## config.mk

```make
export PLATFORM = sky130hd
export DESIGN_NAME = cdt_timer
export DESIGN_NICKNAME = d
export VERILOG_FILES = /design/src/rtl/cdt_pkg.sv /design/src/rtl/cdt_regif.sv /design/src/rtl/cdt_counter.sv /design/src/rtl/cdt_pending.sv /design/src/rtl/cdt_timer.sv
export SDC_FILE = /design/constraint.sdc
export NUM_CORES = 1
export LEC_CHECK = 0
export ABC_AREA = 0
export BUFFER_PORTS_ARGS = -buffer_cell sky130_fd_sc_hd__buf_2
export CORE_MARGIN = 5
export CORE_UTILIZATION = 51
export DETAILED_ROUTE_END_ITERATION = 10
export GPL_TIMING_DRIVEN = 1
export PLACE_DENSITY_LB_ADDON = 0.12
export SYNTH_ARGS = -nofsm -noshare
export SYNTH_HDL_FRONTEND = slang
export SYNTH_SLANG_ARGS = --single-unit
```

## constraint.sdc

```tcl
create_clock -name clk -period 2.7 [get_ports clk]
set_input_delay 0.405 -clock clk [delete_from_list [all_inputs] [get_ports clk]]
set_output_delay 0.405 -clock clk [all_outputs]
set_load 0.02 [all_outputs]
```

## src/rtl/cdt_pkg.sv

```systemverilog
package cdt_pkg;
  localparam int OFS_STATUS   = 0;
  localparam int OFS_CANCEL   = 4;
  localparam int OFS_CLRINT   = 8;
  localparam int OFS_INTERVAL = 12;
  localparam int OFS_ONESHOT  = 16;
  localparam int OFS_PERIODIC = 20;

  localparam int ST_RUN_BIT  = 0;
  localparam int ST_PEND_BIT = 1;

  typedef struct packed {
    logic cancel;
    logic clr_int;
    logic load_ivl;
    logic start_once;
    logic start_rep;
  } ctl_t;
endpackage

```

## src/rtl/cdt_regif.sv

```systemverilog
module cdt_regif
  import cdt_pkg::*;
#(
  parameter int ADDR_W = 8,
  parameter int DATA_W = 32
) (
  input  logic              bus_sel,
  input  logic              bus_we,
  input  logic [ADDR_W-1:0] bus_addr,
  input  logic [DATA_W-1:0] bus_wdata,
  output ctl_t              ctl
);
  logic wr;
  logic nz;

  assign wr = bus_sel && bus_we;
  assign nz = |bus_wdata;

  // trigger offsets act only on nonzero data; the interval takes any value
  always_comb begin
    ctl            = '0;
    ctl.load_ivl   = wr && (bus_addr == ADDR_W'(OFS_INTERVAL));
    ctl.cancel     = wr && nz && (bus_addr == ADDR_W'(OFS_CANCEL));
    ctl.clr_int    = wr && nz && (bus_addr == ADDR_W'(OFS_CLRINT));
    ctl.start_once = wr && nz && (bus_addr == ADDR_W'(OFS_ONESHOT));
    ctl.start_rep  = wr && nz && (bus_addr == ADDR_W'(OFS_PERIODIC));
  end
endmodule

```

## src/rtl/cdt_counter.sv

```systemverilog
module cdt_counter
  import cdt_pkg::*;
#(
  parameter int CNT_W = 32
) (
  input  logic             clk,
  input  logic             rst_n,
  input  ctl_t             ctl,
  input  logic [CNT_W-1:0] ivl_wdata,
  output logic [CNT_W-1:0] interval_q,
  output logic [CNT_W-1:0] count_q,
  output logic             active_q,
  output logic             repeat_q,
  output logic             expire
);
  localparam logic [CNT_W-1:0] ONE = CNT_W'(1);

  logic [CNT_W-1:0] reload;
  logic             start;

  assign reload = (interval_q == '0) ? ONE : interval_q;
  assign start  = ctl.start_once || ctl.start_rep;
  // a control write on the final tick takes precedence over the expiry
  assign expire = active_q && (count_q == ONE) && !start && !ctl.cancel;

  always_ff @(posedge clk or negedge rst_n) begin
    if (!rst_n) begin
      interval_q <= '0;
    end else if (ctl.load_ivl) begin
      interval_q <= ivl_wdata;
    end
  end

  always_ff @(posedge clk or negedge rst_n) begin
    if (!rst_n) begin
      count_q  <= '0;
      active_q <= 1'b0;
      repeat_q <= 1'b0;
    end else if (start) begin
      count_q  <= reload;
      active_q <= 1'b1;
      repeat_q <= ctl.start_rep;
    end else if (ctl.cancel) begin
      count_q  <= '0;
      active_q <= 1'b0;
    end else if (active_q) begin
      if (count_q == ONE) begin
        if (repeat_q) begin
          count_q <= reload;
        end else begin
          count_q  <= '0;
          active_q <= 1'b0;
        end
      end else begin
        count_q <= count_q - ONE;
      end
    end
  end
endmodule

```

## src/rtl/cdt_pending.sv

```systemverilog
module cdt_pending (
  input  logic clk,
  input  logic rst_n,
  input  logic expire,
  input  logic clr_int,
  output logic pend_q
);
  always_ff @(posedge clk or negedge rst_n) begin
    if (!rst_n) begin
      pend_q <= 1'b0;
    end else if (expire) begin
      pend_q <= 1'b1;
    end else if (clr_int) begin
      pend_q <= 1'b0;
    end
  end
endmodule

```

## src/rtl/cdt_timer.sv

```systemverilog
module cdt_timer
  import cdt_pkg::*;
#(
  parameter int ADDR_W = 8,
  parameter int DATA_W = 32,
  parameter int CNT_W  = 32
) (
  input  logic              clk,
  input  logic              rst_n,
  input  logic              bus_sel,
  input  logic              bus_we,
  input  logic [ADDR_W-1:0] bus_addr,
  input  logic [DATA_W-1:0] bus_wdata,
  output logic [DATA_W-1:0] bus_rdata,
  output logic              irq
);
  ctl_t             ctl;
  logic [CNT_W-1:0] interval_q;
  logic [CNT_W-1:0] count_q;
  logic             active_q;
  logic             repeat_q;
  logic             expire;
  logic             pend_q;

  cdt_regif #(.ADDR_W(ADDR_W), .DATA_W(DATA_W)) i_regif (
    .bus_sel   (bus_sel),
    .bus_we    (bus_we),
    .bus_addr  (bus_addr),
    .bus_wdata (bus_wdata),
    .ctl       (ctl)
  );

  cdt_counter #(.CNT_W(CNT_W)) i_counter (
    .clk        (clk),
    .rst_n      (rst_n),
    .ctl        (ctl),
    .ivl_wdata  (bus_wdata[CNT_W-1:0]),
    .interval_q (interval_q),
    .count_q    (count_q),
    .active_q   (active_q),
    .repeat_q   (repeat_q),
    .expire     (expire)
  );

  cdt_pending i_pending (
    .clk     (clk),
    .rst_n   (rst_n),
    .expire  (expire),
    .clr_int (ctl.clr_int),
    .pend_q  (pend_q)
  );

  assign irq = pend_q;

  always_comb begin
    bus_rdata = '0;
    if (bus_sel && !bus_we) begin
      case (bus_addr)
        ADDR_W'(OFS_STATUS): begin
          bus_rdata[ST_RUN_BIT]  = active_q;
          bus_rdata[ST_PEND_BIT] = pend_q;
        end
        ADDR_W'(OFS_INTERVAL): bus_rdata[CNT_W-1:0] = interval_q;
        default: bus_rdata = '0;
      endcase
    end
  end
endmodule

```

==> results of run 1 <==
[kinds of logic after synthesis]
logic type | share of synthesized area (%)
simple gates | 22.9
compound gates | 16.6
buf+inv | 3.89
fa+ha+maj | 0.623
flops | 41.7
mux | 14.0
xor+xnor | 0.218
[sequential cells by signal (all words and copies together) (netlist names)]
signal / flops
i_counter.active_q: 1
i_counter.count_q: 32
i_counter.interval_q: 32
i_counter.repeat_q: 1
i_pending.pend_q: 1
[synthesized netlist by cell type (all sizes together), types with 4 or more instances]
cell	instances	area (um2)
dfrtp	67	1680
and2	32	200
mux2	32	360
o21ai	29	145
nor2	28	113
nor4	25	178
mux2i	20	200
nand2	20	75.1
nor3	20	111
o2bb2ai	16	140
buf	14	88.8
or3	11	73.8
clkbuf	10	37.5
inv	8	30.0
o22ai	8	50.1
nand4	5	31.3
o21a	5	37.5
o31ai	5	37.5
o41ai	5	43.8
nand3	4	20.0
or4	4	37.5
[worst paths after layout]
kind,from,endpoint,slack [ns],cells after the start
worst max-delay path,bus_addr[0],bus_rdata[19],0.01,8
worst min-delay path,rst_n,i_counter.count_q[10],0.05,2
min in group clk,bus_wdata[9],i_counter.interval_q[9],0.28,2
worst min register to register,i_counter.count_q[29],i_counter.count_q[29],0.50,1
worst max register to register,i_counter.count_q[4],i_counter.count_q[15],0.20,8
max in group asynchronous,rst_n,i_counter.count_q[0],2.33,2
[power by group through the flow]
stage	logic, mW	registers [mW]	clock network, mW
after floorplan	0.491	1.28	0
after global placement	0.628	1.33	0
after detailed placement	0.645	1.33	0
after CTS	0.645	1.32	0.898
after global routing	0.760	1.35	0.944
final	0.678	1.33	0.890
[cell type report]
cell class	count	area [um2]	area share, %
Timing Repair Buffer	113	831	16.2
Tap cell	102	128	2.49
Clock buffer	9	124	2.42
Sequential cell	67	1680	32.8
Clock inverter	7	82.6	1.61
Multi-Input combinational cell	307	2250	43.9
Inverter	8	30.0	0.586
[layer usage]
layer	global-route usage (%)	wire, um	vias to the layer above	share of wire, %
met5	0	0	-	0
met3	4.67	825	24	6.9
met1	36.4	5430	1807	45
met4	10.7	306	0	2.5
li1	-	-	1742	-
met2	35.4	5450	158	45
[timing repair]
| action | CTS | global route |
|---|---|---|
| setup endpoints to repair | 23 | 64 |
| gates resized for setup | 7 | 61 |
| pin swaps | 1 | 3 |
| setup buffers | 2 | 1 |
| cloned | 1 | 2 |
[worst register-to-register path, cell delays in order (launching register included)]
cell and delay, ns:
dfrtp_1 0.47, or4_4 0.57, nor3_1 0.44, nand3_2 0.21, nor2_2 0.14, o31a_1 0.13
buf_4 0.15, buf_6 0.13, o221ai_1 0.13
==> results.py, run 1 <==
metrics = {
    "status": {
        "status": "finished, final reports clean",
    },
    "clock_tree": {
        "path_clk_slew_ns": 0.08,
        "htree_levels": 3,
        "clockBufferDepth": 2,
        "cts_made_buffers": 9,
        "clock_latency_ns": 0.36,
        "tritoncts": "built",
        "cts-hold-fix-buffers": 0,
        "cts.sink_count": 67,
        "root_buffer": "clkbuf_8",
    },
    "logic_synthesis": {
        "synth_edf_count": 0,
        "synthesis.area_um2": 4020,
        "seq_area_frac_synth_pct": 41.7,
        "ys_warn_count": 0,
        "synthCells": 406,
        "synth_area_per_cell_um2": 9.89,
        "ys_ff_latch": 67,
        "synthArstFlopShare_pct": 100,
        "synth_ff_type": "dfrtp_1",
        "ys_types": 57,
        "synth_fp_nets": 452,
    },
    "critical_path": {
        "crit_slowest_cell": "or4_4",
        "worst-path-max-fanout": 12,
        "path_common_cell": "buf_4",
        "cp_top_family": "simple AND/OR/NAND/NOR gates",
        "path_class": "input pin to primary output",
        "startpoint_type": "input pin",
        "crit_path_end_kind": "primary output",
        "path_buf_inv": 4,
        "crit_chain": "buf_6, or4_4, or3b_4, nor4b_4, buf_4, buf_8, and2_1, buf_4",
        "max_stage_delay_ns": 0.53,
        "arrival_ns": 2.28,
        "worstPathRequired_ns": 2.30,
    },
    "global_route": {
        "grtUsageTotal_pct": 24.7,
        "overflow": 0,
        "antenna_found_initial": 0,
        "grt_start_max_net_pins": 68,
        "grt_pass1_wl_um": 19100,
        "grt_pass1_vias": 3650,
    },
    "pwr": {
        "ir_drop_v": 0.000363,
        "p_sw_share_pct": 34.0,
        "p_leak_nw": 2.47,
        "p_clk_share_pct": 30.7,
        "power_frac_comb_pct": 23.4,
        "seqPwrFrac_pct": 45.9,
        "power_mw": 2.90,
        "p_int_mw": 1.91,
        "p_switching_mw": 0.986,
        "power_density_nw_per_um2": 565,
    },
    "sta": {
        "post-route-period-util_pct": 99.6,
        "fin_crit_ns": 2.69,
        "timing.slew.headroom_pct": 65.9,
        "setup_tns_ns": 0,
        "finalClockSkew_ns": 0.00848,
        "tightest_slew_ns": 0.512,
        "finalHoldViolations": 0,
        "slew_violations": 0,
        "setup_ws_ns": 0.0107,
        "max_freq_mhz": 372,
        "timing.hold.ws_ns": 0.0522,
        "final-setup-viol-count": 0,
        "rsz0062_at_grt": "yes",
    },
    "placement": {
        "place.gp.congestion": 0.831,
        "dpl.cell_count": 592,
        "dpl_cell_area_um2": 4680,
        "dp_hpwl_um": 8580,
        "numPortBuffers": 76,
        "dp_slack_ns": -0.0712,
    },
    "layout": {
        "final_cell_mix": "dfrtp_1, buf_2, buf_4",
        "final_nets": 552,
        "synthToLayoutAreaGrowth_pct": 27.5,
        "antenna_cells": 0,
        "fillers": 649,
        "layout_commonest_cell": "dfrtp_1",
        "drive_gt1_share_pct": 36.6,
        "instances_no_fill": 613,
        "utilization_pct": 66.6,
        "stdcell_area_um2": 5120,
    },
    "die": {
        "rows": 32,
        "core_um2": 7690,
        "die_h_um": 98.7,
        "start_util_pct": 52.2,
        "boundaryPins": 77,
        "dieArea_um2": 9750,
        "die_x_um": 98.7,
    },
    "route": {
        "firstDrtPassIters": 5,
        "wl_um": 12000,
        "drtIter0Drc": 266,
        "wl_per_cell_um": 19.6,
        "ant_nets": 0,
        "vias_per_cell": 6.09,
        "num_vias": 3731,
        "post-route-drc-count": 0,
    },
    "job": {
        "drv_cap": 0,
    },
    "min_path": {
        "holdCritPathClass": "input pin to asynchronous set/reset pin",
    },
}
No activity file was read; power rests on OpenSTA's default activity.
==> run 2, diff against run 1 <==
==> constraint.sdc (replaced) <==
create_clock -name clk -period 3.1 [get_ports clk]
set_input_delay 0.465 -clock clk [delete_from_list [all_inputs] [get_ports clk]]
set_output_delay 0.465 -clock clk [all_outputs]
set_load 0.02 [all_outputs]
==> results.py, run 2 (synthesis gave the netlist of run 1 again) <==
metrics = {
    "status": {
        "status": "finished, final reports clean",
    },
    "critical_path": {
        "crit_path_end_kind": "primary output",
        "startpoint_type": "input pin",
        "path_class": "input pin to primary output",
        "r2r_start": "i_counter.count_q[1]",
        "endpoint": "bus_rdata[4]",
        "crit_slowest_cell": "or4_4",
        "arrival_ns": 2.46,
        "ff2ff_path_depth": 9,
        "max_stage_delay_ns": 0.54,
        "worst-path-max-fanout": 23,
        "cp.depth": 7,
        "path_buf_inv": 3,
        "cp_top_family": "simple AND/OR/NAND/NOR gates",
        "cp-startpoint": "bus_addr[0]",
        "worstPathRequired_ns": 2.63,
        "path_common_cell": "buf_2",
        "rr_endpoint": "i_counter.count_q[21]",
        "ff2ff_setup_slack_ns": 0.34,
        "crit_chain": "buf_2, or4_4, or3b_1, nor4b_2, buf_4, and2_1, buf_2",
    },
    "clock_tree": {
        "root_buffer": "clkbuf_8",
        "cts_setup_buffers": 0,
        "tritoncts": "built",
        "cts-hold-fix-buffers": 0,
        "path_clk_slew_ns": 0.08,
        "clockBufferDepth": 2,
        "clock_latency_ns": 0.35,
        "htree_levels": 3,
        "cts_resized": 0,
        "cts.sink_count": 67,
        "cts_made_buffers": 9,
    },
    "sta": {
        "tightest_slew_ns": 0.704,
        "setup_tns_ns": 0,
        "fin_crit_ns": 2.93,
        "rsz0062_at_grt": "no",
        "finalClockSkew_ns": 0.0105,
        "post-route-period-util_pct": 94.4,
        "max_freq_mhz": 342,
        "slew_violations": 0,
        "finalHoldViolations": 0,
        "final-setup-viol-count": 0,
        "timing.slew.headroom_pct": 53.0,
    },
    "layout": {
        "drive_gt1_share_pct": 31.2,
        "final_nets": 535,
        "fillers": 673,
        "synthToLayoutAreaGrowth_pct": 19.8,
        "ff_latch_area_um2": 1680,
        "layout_commonest_cell": "buf_2",
        "reg_top3": "i_counter.count_q (32), i_counter.interval_q (32)",
        "antenna_cells": 0,
        "instances_no_fill": 596,
        "multiInputGateArea_um2": 2190,
        "final_cell_mix": "buf_2, dfrtp_1, and2_1",
    },
    "die": {
        "start_util_pct": 52.2,
        "die_h_um": 98.7,
        "core_um2": 7690,
        "die_x_um": 98.7,
        "rows": 32,
        "dieArea_um2": 9750,
        "boundaryPins": 77,
    },
    "global_route": {
        "overflow": 0,
        "grt_pass1_wl_um": 19100,
        "use_met3_pct": 4.67,
        "grt_pass1_vias": 3693,
        "use_met1_pct": 35.2,
        "antenna_found_initial": 0,
        "grtUsageTotal_pct": 24.5,
        "top_usage_layer": "met2",
        "grt_start_max_net_pins": 40,
        "grt_use_met2_pct": 38.0,
    },
    "pwr": {
        "p_clk_share_pct": 33.7,
        "power_frac_comb_pct": 21.1,
        "ir_drop_v": 0.000305,
        "p_sw_share_pct": 32.4,
        "power_density_nw_per_um2": 530,
        "p_switching_mw": 0.827,
        "p_leak_nw": 2.37,
        "seqPwrFrac_pct": 45.1,
        "p_int_mw": 1.72,
    },
    "route": {
        "wl_um": 11500,
        "firstDrtPassIters": 4,
        "wl_per_cell_um": 19.4,
        "ant_nets": 0,
        "num_vias": 3637,
        "drtIter0Drc": 311,
        "post-route-drc-count": 0,
        "vias_per_cell": 6.10,
    },
    "placement": {
        "numPortBuffers": 76,
        "dpl.cell_count": 580,
        "dp_hpwl_um": 8500,
        "place.gp.congestion": 0.849,
    },
    "min_path": {
        "holdCritPathClass": "input pin to asynchronous set/reset pin",
    },
    "job": {
        "drv_cap": 0,
    },
}
[run 2: changes by cell type in the layout (fill, tap and decap cells not counted), sizes merged]
cell | previous run | this run
buf | 113 | 96
inv | 12 | 10
clkbuf | 9 | 10
clkinvlp | 2 | 0
clkinv | 0 | 2
bufinv | 1 | 2
[run 2: power groups by stage]
| stage | Sequential [mW] | Clock (mW) | Combinational [mW] |
|---|---|---|---|
| floorplan | 1.11 | 0 | 0.427 |
| global placement | 1.16 | 0 | 0.524 |
| detailed placement | 1.16 | 0 | 0.535 |
| CTS | 1.15 | 0.871 | 0.537 |
| global route | 1.18 | 0.904 | 0.602 |
| finish | 1.15 | 0.860 | 0.539 |
[run 2: final cells by class]
cell class / instances / area share, %
well taps: 102 / 2.65
clock inverters: 6 / 1.98
flip-flops and latches: 67 / 34.8
multi-input cells: 307 / 45.5
clock buffers: 10 / 2.86
repair buffers: 96 / 11.5
inverters: 8 / 0.624
[run 2: worst min path at each step]
stage	from	end	slack, ns
floorplan	rst_n	i_counter.active_q	0.17
global placement	i_counter.count_q[29]	i_counter.count_q[29]	0.47
detailed placement	i_counter.count_q[29]	i_counter.count_q[29]	0.48
CTS	rst_n	i_counter.interval_q[11]	0.17
global route	rst_n	i_counter.interval_q[20]	0.21
finish	rst_n	i_counter.count_q[10]	0.16
[run 2: routing by layer]
metal  vias up  wire, um
met1      1757      5370
met4         0       206
li1       1723         -
met5         -         0
met2       136      5270
met3        21       690
[run 2: metrics by stage]
stage / area, um2 / hold slack, ns / total power, mW / util [%] / setup slack [ns]
CTS: 4810 / 0.168 / 2.56 / 62.6 / 0.157
finish: 4810 / 0.157 / 2.55 / 62.6 / 0.172
detailed placement: 4580 / 0.480 / 1.70 / 59.6 / 0.166
global placement: 4580 / 0.472 / 1.68 / 59.6 / 0.234
floorplan: 4020 / 0.169 / 1.54 / - / 0.310
global route: 4810 / 0.213 / 2.68 / 62.6 / 0.0366
